**src/rtl/bf16_clamp_pkg.sv**
```systemverilog
// Package: shared classification type for the clamp lane.
// Assumes: IEEE-style layout {sign, exponent, fraction}.
package bf16_clamp_pkg;

    // Classification of one operand, produced by bf16_classify.
    typedef struct packed {
        logic is_nan;   // exponent all ones, fraction nonzero
        logic is_snan;  // NaN with top fraction bit clear
        logic is_quiet; // NaN with top fraction bit set
    } fp_class_t;

endpackage

```
**src/rtl/bf16_classify.sv**
```systemverilog
// Module: bf16_classify
// Classifies one floating-point operand as NaN, signalling NaN or quiet NaN.
// It also builds an unsigned order key whose integer order matches the
// numeric order of the operand (negative zero sorts below positive zero).
// Assumes: no flushing of subnormals; the key is meaningless for NaNs.
module bf16_classify
    import bf16_clamp_pkg::*;
#(
    parameter int EXP_W  = 8,
    parameter int FRAC_W = 7,
    localparam int W     = 1 + EXP_W + FRAC_W
) (
    input  logic [W-1:0] x,
    output fp_class_t    cls,
    output logic [W-1:0] key
);

    logic exp_ones;
    logic frac_nz;

    // Decode the exponent and fraction fields.
    always_comb begin
        exp_ones = &x[W-2:FRAC_W];
        frac_nz  = |x[FRAC_W-1:0];
    end

    // Form the NaN classes from the field decode.
    always_comb begin
        cls.is_nan   = exp_ones && frac_nz;
        cls.is_quiet = exp_ones && frac_nz && x[FRAC_W-1];
        cls.is_snan  = exp_ones && frac_nz && !x[FRAC_W-1];
    end

    // Order key: invert negatives, set the top bit for positives.
    always_comb begin
        if (x[W-1]) key = ~x;
        else        key = {1'b1, x[W-2:0]};
    end

endmodule

```
**src/rtl/bf16_minmax_num.sv**
```systemverilog
// Module: bf16_minmax_num
// One number-preferring minimum or maximum stage (IS_MAX selects which).
// A quiet NaN loses against a number. A signalling NaN, or two NaNs,
// gives a NaN: either the first signalling NaN (else the first NaN),
// quieted, or the default NaN when dflt_nan_en is set.
// Assumes: operand a is "first" for NaN selection.
module bf16_minmax_num
    import bf16_clamp_pkg::*;
#(
    parameter int EXP_W  = 8,
    parameter int FRAC_W = 7,
    parameter bit IS_MAX = 1'b1,
    localparam int W     = 1 + EXP_W + FRAC_W
) (
    input  logic         dflt_nan_en,
    input  logic [W-1:0] a,
    input  logic [W-1:0] b,
    output logic [W-1:0] y,
    output logic         snan_seen
);

    localparam logic [W-1:0] QUIET_BIT = W'(1) << (FRAC_W - 1);
    localparam logic [W-1:0] DFLT_NAN  = {1'b0, {EXP_W{1'b1}}, 1'b1, {(FRAC_W-1){1'b0}}};

    logic [W-1:0] opnd [2];
    fp_class_t    cls  [2];
    logic [W-1:0] key  [2];

    assign opnd[0] = a;
    assign opnd[1] = b;

    // One classifier per operand.
    for (genvar g = 0; g < 2; g++) begin : g_cls
        bf16_classify #(
            .EXP_W (EXP_W),
            .FRAC_W(FRAC_W)
        ) i_cls (
            .x  (opnd[g]),
            .cls(cls[g]),
            .key(key[g])
        );
    end

    logic pick_a;

    // The parameter picks the comparison direction.
    if (IS_MAX) begin : g_max
        assign pick_a = key[0] >= key[1];
    end else begin : g_min
        assign pick_a = key[0] <= key[1];
    end

    logic         nan_out;
    logic [W-1:0] nan_src;

    // Decide whether the result must be a NaN and which operand feeds it.
    always_comb begin
        nan_out = cls[0].is_snan || cls[1].is_snan || (cls[0].is_nan && cls[1].is_nan);
        if (cls[0].is_snan)      nan_src = a;
        else if (cls[1].is_snan) nan_src = b;
        else if (cls[0].is_nan)  nan_src = a;
        else                     nan_src = b;
    end

    // Select the stage result.
    always_comb begin
        if (nan_out)            y = dflt_nan_en ? DFLT_NAN : (nan_src | QUIET_BIT);
        else if (cls[0].is_nan) y = b;
        else if (cls[1].is_nan) y = a;
        else                    y = pick_a ? a : b;
    end

    // Report a signalling operand to the invalid flag.
    assign snan_seen = cls[0].is_snan || cls[1].is_snan;

endmodule

```
**src/rtl/bf16_clamp_lane.sv**
```systemverilog
// Module: bf16_clamp_lane (top)
// Clamps val_i between lo_i and hi_i as minnum(maxnum(val_i, lo_i), hi_i),
// then registers the result and the invalid flag.
// Assumes: synchronous active-low reset; latency of one clock.
module bf16_clamp_lane #(
    parameter int EXP_W  = 8,
    parameter int FRAC_W = 7,
    localparam int W     = 1 + EXP_W + FRAC_W
) (
    input  logic         clk,
    input  logic         rst_n,
    input  logic         dflt_nan_en,
    input  logic [W-1:0] val_i,
    input  logic [W-1:0] lo_i,
    input  logic [W-1:0] hi_i,
    output logic [W-1:0] res_o,
    output logic         inv_o
);

    logic [W-1:0] floor_res;
    logic [W-1:0] clamp_res;
    logic         inv_lo_stage;
    logic         inv_hi_stage;

    // Stage one: raise the value to the lower bound.
    bf16_minmax_num #(
        .EXP_W (EXP_W),
        .FRAC_W(FRAC_W),
        .IS_MAX(1'b1)
    ) i_floor (
        .dflt_nan_en(dflt_nan_en),
        .a          (val_i),
        .b          (lo_i),
        .y          (floor_res),
        .snan_seen  (inv_lo_stage)
    );

    // Stage two: cap the stage-one result at the upper bound.
    bf16_minmax_num #(
        .EXP_W (EXP_W),
        .FRAC_W(FRAC_W),
        .IS_MAX(1'b0)
    ) i_ceil (
        .dflt_nan_en(dflt_nan_en),
        .a          (floor_res),
        .b          (hi_i),
        .y          (clamp_res),
        .snan_seen  (inv_hi_stage)
    );

    // Output register with synchronous active-low reset.
    always_ff @(posedge clk) begin
        if (!rst_n) begin
            res_o <= '0;
            inv_o <= 1'b0;
        end else begin
            res_o <= clamp_res;
            inv_o <= inv_lo_stage | inv_hi_stage;
        end
    end

endmodule

```
**config.mk**
```make
export PLATFORM = sky130hd
export DESIGN_NAME = bf16_clamp_lane
export DESIGN_NICKNAME = d
export VERILOG_FILES = /design/src/rtl/bf16_clamp_pkg.sv /design/src/rtl/bf16_classify.sv /design/src/rtl/bf16_minmax_num.sv /design/src/rtl/bf16_clamp_lane.sv
export SDC_FILE = /design/constraint.sdc
export NUM_CORES = 1
export LEC_CHECK = 0
export BUFFER_PORTS_ARGS = -buffer_cell sky130_fd_sc_hd__buf_2
export CORE_MARGIN = 2
export CORE_UTILIZATION = 58
export DETAILED_ROUTE_END_ITERATION = 16
export GPL_TIMING_DRIVEN = 0
export PLACE_DENSITY = 0.93
export SYNTH_ARGS = -nofsm -noshare
export SYNTH_HDL_FRONTEND = slang
export SYNTH_SLANG_ARGS = --single-unit
export TNS_END_PERCENT = 20
```
**constraint.sdc**
```tcl
create_clock -name clk -period 12.3 [get_ports clk]
set_input_delay 1.845 -clock clk [delete_from_list [all_inputs] [get_ports clk]]
set_output_delay 1.845 -clock clk [all_outputs]
set_load 0.01 [all_outputs]
```
### Word-level counts from Yosys, hierarchy flattened

Index checks and enable logic that the tools add are counted.

* register bits after elaboration: 17
* latch bits: 0
* memory bits (writable): 0
* bits in read-only memories: 0
* bits of input ports: 51
* output and inout bits: 17
* word-level logic and storage cells: 55
* memories: 0

* $add $sub $neg: 0
* $mul: 0
* divide/modulo/power cells: 0
* $lt $le $gt $ge: 2
* equality and inequality tests: 0
* shift operators: 0
* multiplexer cells: 20
* bitwise operators: 5
* reductions and logical operators: 26

Operators with widths (count)
* 2-to-1 mux 16 bit: 20
* inverter 16 bit: 4
* AND reduction 8 bit: 4
* OR reduction 7 bit: 4
* greater-or-equal comparator 16 bit: 1
* less-or-equal comparator 16 bit: 1
* logical AND 1 bit: 10
* logical NOT 1 bit: 4
* logical OR 1 bit: 4
* bitwise OR 1 bit: 1

### Longest topological paths before layout

Gate-level depths: netlist of run 1.

* depth in word-level cells: 14
* depth in mapped cells: 22
* mapped depth without buffers: 17

### Modules after synthesis

A second synthesis of run 1 with hierarchy kept.

* cell total of the unflattened synthesis: 335
* area, all modules: 2792.7 um^2

Modules (own cells, without submodules)
* bf16_classify: instances 4, cells each 27, area an instance 212.7 um^2, seq. area each 0.0 um^2
* bf16_minmax_num at i_floor: instances 1, cells each 104, area an instance 764.5 um^2, seq. area each 0.0 um^2
* bf16_minmax_num at i_ceil: instances 1, cells each 88, area an instance 703.2 um^2, seq. area each 0.0 um^2
* bf16_clamp_lane: instances 1, cells each 35, area an instance 474.2 um^2, seq. area each 340.3 um^2

### Least setup slack after synthesis of run 1

OpenSTA, ideal clock, no wires.

* path kind: input-to-reg
* start: in val_i[15]
* end: reg res_o[10]
* library setup time: 0.119 ns
* arrival: 6.529 ns
* required time: 12.181 ns
* slack: 5.652 ns
* stages: 22
* buffers on the path: 5
* path through: clkbuf_1 clkbuf_1 xnor2_1 ha_1 nand2b_1 a2111o_1 a31oi_1 o211a_1 o21ai_2 a22o_1 buf_6 buf_12 xor2_1 ha_1 nand4_1 or3_1 o31ai_1 a31oi_1 or2_1 nand2b_1 buf_6 o221a_2

* longest elaborated chain between the ends: 14
* elaborated cells on any way between the ends: 30
* classes of those cells: 2 x order compare; 18 x mux; 2 x bitwise; 8 x reduce/logical

Ends and longest elaborated chain
* start, declared: RTL line bf16_clamp_lane.sv:13 `input logic [W-1:0] val_i,`
* inverter 16 bit: RTL line bf16_classify.sv:36 `if (x[W-1]) key = ~x;`
* 2-to-1 mux 16 bit: RTL line bf16_classify.sv:36
* greater-or-equal comparator 16 bit: RTL line bf16_minmax_num.sv:48 `assign pick_a = key[0] >= key[1];`
* 2-to-1 mux 16 bit: RTL line bf16_minmax_num.sv:70 `else y = pick_a ? a : b;`
* 2-to-1 mux 16 bit: RTL line bf16_minmax_num.sv:69 `else if (cls[1].is_nan) y = a;`
* 2-to-1 mux 16 bit: RTL line bf16_minmax_num.sv:68 `else if (cls[0].is_nan) y = b;`
* 2-to-1 mux 16 bit *: RTL line bf16_minmax_num.sv:67 `if (nan_out) y = dflt_nan_en ? DFLT_NAN : (nan_src | QUIET_BIT);`
* inverter 16 bit (tied with other cells): RTL line bf16_classify.sv:36
* 2-to-1 mux 16 bit or logical AND 1 bit (tied branches): RTL line bf16_classify.sv:36, bf16_classify.sv:29, bf16_classify.sv:31
* less-or-equal comparator 16 bit or 2-to-1 mux 16 bit (tied branches): RTL line bf16_minmax_num.sv:50, bf16_minmax_num.sv:61
* 2-to-1 mux 16 bit, on equally long branches: RTL line bf16_minmax_num.sv:70, bf16_minmax_num.sv:60
* 2-to-1 mux 16 bit, on equally long branches: RTL line bf16_minmax_num.sv:69, bf16_minmax_num.sv:59
* 2-to-1 mux 16 bit, on equally long branches: RTL line bf16_minmax_num.sv:68, bf16_minmax_num.sv:67
* 2-to-1 mux 16 bit *: RTL line bf16_minmax_num.sv:67
* end signal, assigned: RTL line bf16_clamp_lane.sv:57 `res_o <= clamp_res;`
* end, declared: RTL line bf16_clamp_lane.sv:16 `output logic [W-1:0] res_o,`

Mark *: on every way between the ends. The rest lies on a longest branch, timed or not.
A chain may end at the register's enable or synchronous reset.

### Worst setup path after layout of run 1

* start: in val_i[15]
* end: reg res_o[15]

The elaborated chain is that of the path after synthesis.

==> results of run 1 <==
area by class of cell:
type | count | area [um2]
Buffer | 14 | 97.6
Clock buffer | 4 | 45.0
Sequential cell | 17 | 340
Inverter | 4 | 15.0
Timing Repair Buffer | 65 | 325
Multi-Input combinational cell | 239 | 2010
Fill cell | 308 | 1130
Tap cell | 50 | 62.6
stage by stage:
stage	instance area [um2]	utilization [%]	hold WS, ns
after floorplan	2460	-	1.98
after global placement	2850	70.7	2.11
after detailed placement	2850	70.7	2.11
after CTS	2890	71.8	1.85
after global routing	2890	71.8	1.85
final	2890	71.8	1.86
flip-flops by register name, summed over array words and instances (netlist names):
register,flops
res_o,16
inv_o,1
power breakdown:
part	internal [mW]	switching, mW
Clock	0.0230	0.0196
Sequential	0.0665	0.00245
Combinational	0.0921	0.105
Total	0.182	0.127
cells in the mapped netlist, types with 5 or more instances:
| master | instances |
|---|---|
| a22o_1 | 7 |
| nand2_1 | 7 |
| xnor2_1 | 30 |
| clkbuf_1 | 8 |
| o221a_2 | 10 |
| nor2_1 | 26 |
| o21ai_0 | 5 |
| ha_1 | 32 |
| a21oi_1 | 11 |
| nand4_1 | 8 |
| mux2i_1 | 8 |
| dfxtp_1 | 17 |
| a22o_2 | 7 |
| xor2_1 | 30 |
| mux2_2 | 8 |
layer usage:
| layer | GRT usage (%) | wire [um] | part of all wire (%) | vias up |
|---|---|---|---|---|
| li1 | - | - | - | 1168 |
| met1 | 36.2 | 2900 | 43 | 1115 |
| met2 | 48.5 | 3210 | 48 | 103 |
| met3 | 3.65 | 380 | 5.7 | 14 |
| met4 | 8.93 | 177 | 2.7 | 0 |
| met5 | 0 | 0 | 0 | - |
placed cells by master, fill, tap and decap left out, drive strengths merged, types with 8 or more instances in the layout:
cell    instances
buf            71
ha             32
xnor2          30
xor2           30
nor2           26
dfxtp          17
a22o           14
a21oi          12
clkbuf         12
o221a          11
nand4           8
mux2i           8
mux2            8
nand2           8
o21ai           8
critical path, delay by kind of cell:
family	cells	cell delay, ns
compound gates	8	2.15
xor+xnor	2	0.30
fa+ha+maj	2	0.64
buf+inv	3	1.17
mux	1	0.33
simple gates	4	0.98
path summary, 6_finish.rpt:
path,from,end,depth (start not counted)
worst max-delay path,val_i[15],res_o[15],20
worst min-delay path,hi_i[4],res_o[4],2
cells by family after synthesis:
logic type | after synthesis | share of synthesized area, %
xor+xnor | 60 | 21.4
compound gates | 70 | 24.8
fa+ha+maj | 32 | 16.3
flops | 17 | 13.8
simple gates | 61 | 12.3
mux | 16 | 6.91
buf+inv | 18 | 4.58
==> impl_metrics.csv, run 1 <==
group,metric,value,unit
drt,postRouteAntennaNets,0,
yosys,ys_async_sr_fraction,0,%
critical_path,cp.required,12.45,ns
drt,first_iter_violations,164,
place,pre_cts_slack,4.91,ns
yosys,synthDominantCellAreaShare,16.3,%
place,gp_congestion,0.898,
yosys,seq_area_frac_synth,13.8,%
sta,finalHoldViolCount,0,
yosys,synth.avg_cell_area,8.98,um2
yosys,synth_edf_count,0,
sta,drv_slew,0,
floorplanning,core_area,4030,um2
sta,finalSetupTns,0,ns
critical_path,cp_max_fo,10,
clock_tree,cts_resized,0,
sta,worstMarginPinSlew,0.721,ns
critical_path,crit_slowest_cell,"clkbuf_1",
power_and_ir_drop,ir_drop,0.0604,mV
finish,final_net_count,427,
yosys,synth-seq-cells,17,
power_and_ir_drop,p_per_area,107,nW/um2
global_route,antenna_found_initial,0,
floorplanning,start_util,61.1,%
sta,max_slew_margin,51.9,%
clock_tree,htree_levels,1,
critical_path,path_class,"in -> reg",
finish,num_antenna_cells,0,
global_route,grt.overflow.total,0,
critical_path,end_kind,"flip-flop",
floorplanning,dieWidth,69.1,um
sta,setup_ws,5.02,ns
place,portBuffers,65,
yosys,syn-num-nets,357,
drt,num_vias,2400,
global_route,grt_max_degree,11,
clock_tree,numCtsBuffers,3,
power_and_ir_drop,fin_total_pwr,309,uW
clock_tree,clock_path_buffers,2,
clock_tree,postCtsSetupBuffers,0,
place,placedCellCount,389,
finish,final_layout_size_suffix_gt1_share,32.4,%
clock_tree,cts_tree,"done",
run_status,outcome,"complete, no violations",
finish,area_growth,17.6,%
power_and_ir_drop,p_leak,1.31,nW
floorplanning,rows,23,
finish,layout.cells.non_filler,393,
run,cap_violations,0,
critical_path,worstPathCellList,"clkbuf_1, clkbuf_1, xnor2_1, ha_1, nand2b_1, a2111o_1, a31oi_1, o2111ai_1, nand2_2, buf_8, mux2i_1, xor2_1, ha_1, nand4_1, or3_1, o31ai_1, a31oi_1, o21ai_2, a21boi_2, a22o_2",
floorplanning,die_area,4780,um2
place,dp_hpwl,5.35,mm
critical_path,crit_arrival,7.43,ns
yosys,synthCells,274,
sta,fin_crit,7.28,ns
yosys,synthesis.area,2460,um2
yosys,synth_cell_type_count,55,
drt,drc,0,
drt,dr.pass1.iters,4,
global_route,grt_pass1_vias,2325,
clock_tree,cts-root-buf,"clkbuf_8",
critical_path,start_kind,"input pin",
sta,fmax,137,MHz
drt,vias_per_cell,6.11,
clock_tree,cts_num_sinks,17,
global_route,grt_first_pass_wirelength,11.1,mm
floorplanning,fp.dieH,69.1,um
yosys,ys_warn_count,0,
clock_tree,clk_pin_slew_worst_paths,0.07,ns
clock_tree,hold_buffers,0,
sta,grt_setup_unrepaired,"no",
drt,wl,6.66,mm
sta,finalCritPeriodShare,59.2,%
drt,wl_per_cell,17.0,um
min_path,hold_class,"in -> reg",
sta,setup_viol,0,
critical_path,max_stage_delay,0.59,ns
global_route,track_usage,28.2,%
floorplanning,ios,68,
yosys,synthTopCellsByArea,"ha_1, dfxtp_1, xnor2_1",
yosys,ys.flop_type,"dfxtp_1",
yosys,yosysTopAreaCell,"ha_1",
No activity file was read; power rests on OpenSTA's default activity.
==> run 2: changes to the inputs <==
ABC_AREA = 1   (was unset)
CORE_UTILIZATION = 51   (was 58)
PLACE_DENSITY = 0.84   (was 0.93)
clock period = 6 ns   (was 12.3 ns; I/O delays follow)
==> impl_metrics.csv, run 2 <==
group,metric,value,unit
finish,area_growth,14.9,%
yosys,synth_cell_type_count,37,
floorplanning,fp.dieH,82.8,um
yosys,synth-xor-area-share,18.7,%
global_route,grt.overflow.total,0,
power_and_ir_drop,p_per_area,196,nW/um2
clock_tree,htree_levels,1,
yosys,synth_fa_ha_area_share,12.7,%
sta,fmax,184,MHz
place,portBuffers,66,
drt,num_vias,3438,
yosys,synthDominantCellAreaShare,21.9,%
finish,largest_reg_flops,16,
floorplanning,start_util,53.1,%
yosys,synth_edf_count,0,
sta,worstMarginPinSlew,0.714,ns
critical_path,cp_max_fo,10,
finish,final_net_count,664,
finish,multi_input_area,2510,um2
floorplanning,rows,28,
sta,max_slew_margin,52.4,%
finish,regArea,340,um2
clock_tree,hold_buffers,0,
critical_path,max_stage_delay,0.60,ns
yosys,synth-seq-cells,17,
clock_tree,cts_num_sinks,17,
finish,final_common_cell,"nand2_1",
clock_tree,cts_resized,0,
yosys,synth_compound_area_share,6.17,%
floorplanning,die_area,6850,um2
place,gp_congestion,0.906,
yosys,yosysMostFrequentCell,"nand2_1",
drt,drc,0,
yosys,seq_area_frac_synth,10.8,%
sta,finalHoldViolCount,0,
finish,reg_top3,"res_o: 16 flops, inv_o: 1 flops",
clock_tree,clock_path_buffers,2,
power_and_ir_drop,ir_drop,0.170,mV
floorplanning,dieWidth,82.8,um
sta,setup_viol,0,
global_route,antenna_found_initial,0,
yosys,syn-num-nets,593,
critical_path,crit_arrival,5.58,ns
min_path,hold_class,"in -> reg",
critical_path,cp.required,6.15,ns
global_route,grt_max_degree,11,
power_and_ir_drop,fin_total_pwr,712,uW
yosys,yosysTopAreaCell,"nand2_1",
drt,postRouteAntennaNets,0,
clock_tree,cts_tree,"done",
min_path,holdCritStartpoint,"hi_i[9]",
finish,layout_common_cells,"nand2_1, buf_2, nand3_1",
sta,fin_crit,5.43,ns
critical_path,path_class,"in -> reg",
yosys,synthCells,510,
min_path,min_to,"res_o[9]",
critical_path,crit_slowest_cell,"clkbuf_1",
min_path,whs_path_depth,5,
yosys,synthMuxAreaShare,0,%
clock_tree,postCtsSetupBuffers,0,
sta,finalCritPeriodShare,90.5,%
yosys,ys_async_sr_fraction,0,%
floorplanning,core_area,5960,um2
place,dp_hpwl,6.68,mm
yosys,yosys.area_share.simple,41.9,%
critical_path,end_kind,"flip-flop",
clock_tree,clk_pin_slew_worst_paths,0.06,ns
yosys,ys.flop_type,"dfxtp_1",
sta,grt_setup_unrepaired,"no",
yosys,synth.avg_cell_area,6.20,um2
drt,wl_per_cell,12.2,um
yosys,ys_top_cells_by_count,"nand2_1, nand3_1, inv_1",
finish,largest-register,"res_o",
yosys,synthTopCellsByArea,"nand2_1, ha_1, dfxtp_1",
finish,fill_cells,582,
yosys,synthesis.area,3160,um2
clock_tree,cts-root-buf,"clkbuf_8",
finish,final_layout_size_suffix_gt1_share,20.3,%
global_route,grt_first_pass_wirelength,12.7,mm
yosys,ys_warn_count,0,
drt,dr.pass1.iters,5,
global_route,track_usage,23.3,%
drt,vias_per_cell,5.25,
run,cap_violations,0,
critical_path,crit_path_frequent_cell,"nand2_1",
drt,wl,7.96,mm
finish,num_antenna_cells,0,
clock_tree,numCtsBuffers,3,
global_route,grt_pass1_vias,3065,
run_status,outcome,"complete, no violations",
critical_path,start_kind,"input pin",
floorplanning,ios,68,
power_and_ir_drop,p_leak,2.03,nW
critical_path,path_buf_inv,8,
drt,first_iter_violations,160,
yosys,synth_top_family_by_area,"simple AND/OR/NAND/NOR gates",
critical_path,cp_top_family,"simple AND/OR/NAND/NOR gates",
sta,finalSetupTns,0,ns
sta,drv_slew,0,
[run 2: metrics by stage]
| step | worst slack [ns] | hold slack, ns | util [%] | cells | cell area [um2] |
|---|---|---|---|---|---|
| 2_1_floorplan | 1.04 | 1.10 | - | 510 | 3160 |
| 3_3_place_gp | 0.472 | 1.25 | 60.3 | 651 | 3590 |
| 3_5_place_dp | 0.384 | 1.25 | 60.3 | 651 | 3590 |
| 4_1_cts | 0.650 | 0.989 | 61.0 | 655 | 3630 |
| 5_1_grt | 0.00279 | 1.01 | 61.0 | 655 | 3630 |
| 6_report | 0.572 | 0.992 | 61.0 | 655 | 3630 |
[run 2: kinds of logic (layout without fill, tap and decap cells)]
group | Yosys count | after routing
and+or+nand+nor | 297 | 297
xor gates and xnor gates | 60 | 60
adders and majority gates | 32 | 32
DFF | 17 | 17
buffers and inverters | 71 | 141
AOI/OAI and AO/OA | 33 | 33
[run 2: cell type report]
cell class	instances	share of cell area, %
repair buffers	66	9.09
clock buffers	3	1.14
multi-input cells	422	69.2
flip-flops and latches	17	9.36
well taps	75	2.58
inverters	56	5.85
clock inverters	1	0.138
plain buffers	15	2.69
[run 2: power breakdown]
group / switching, mW / internal [mW] / leakage (nW)
sequential: 0.00446 / 0.137 / 0.141
combinational: 0.285 / 0.204 / 1.86
clock: 0.0358 / 0.0460 / 0.0255
[run 2: metal layers]
metal,part of all wire (%),GRT usage [%],up-vias,routed length [um]
met2,50,44.3,105,3980
li1,-,-,1758,-
met1,43,27.2,1565,3440
met3,5.6,3.90,10,442
met5,0,0,-,0
met4,1.2,5.25,0,93
[run 2: how the worst max path moves through the flow]
stage,start,to,slack [ns],cells after the start
final,val_i[15],res_o[14],0.57,32
after global routing,val_i[15],res_o[14],0.003,32
after detailed placement,val_i[15],res_o[10],0.38,32
after CTS,val_i[15],res_o[10],0.65,32
after floorplan,val_i[15],res_o[10],1.04,32
after global placement,val_i[15],res_o[11],0.47,32
[run 2: worst min-delay path: stages]
cell	delay (ns)
buf_2	0.11
nand2_1	0.06
nand3_1	0.07
nand2_1	0.04
inv_1	0.04
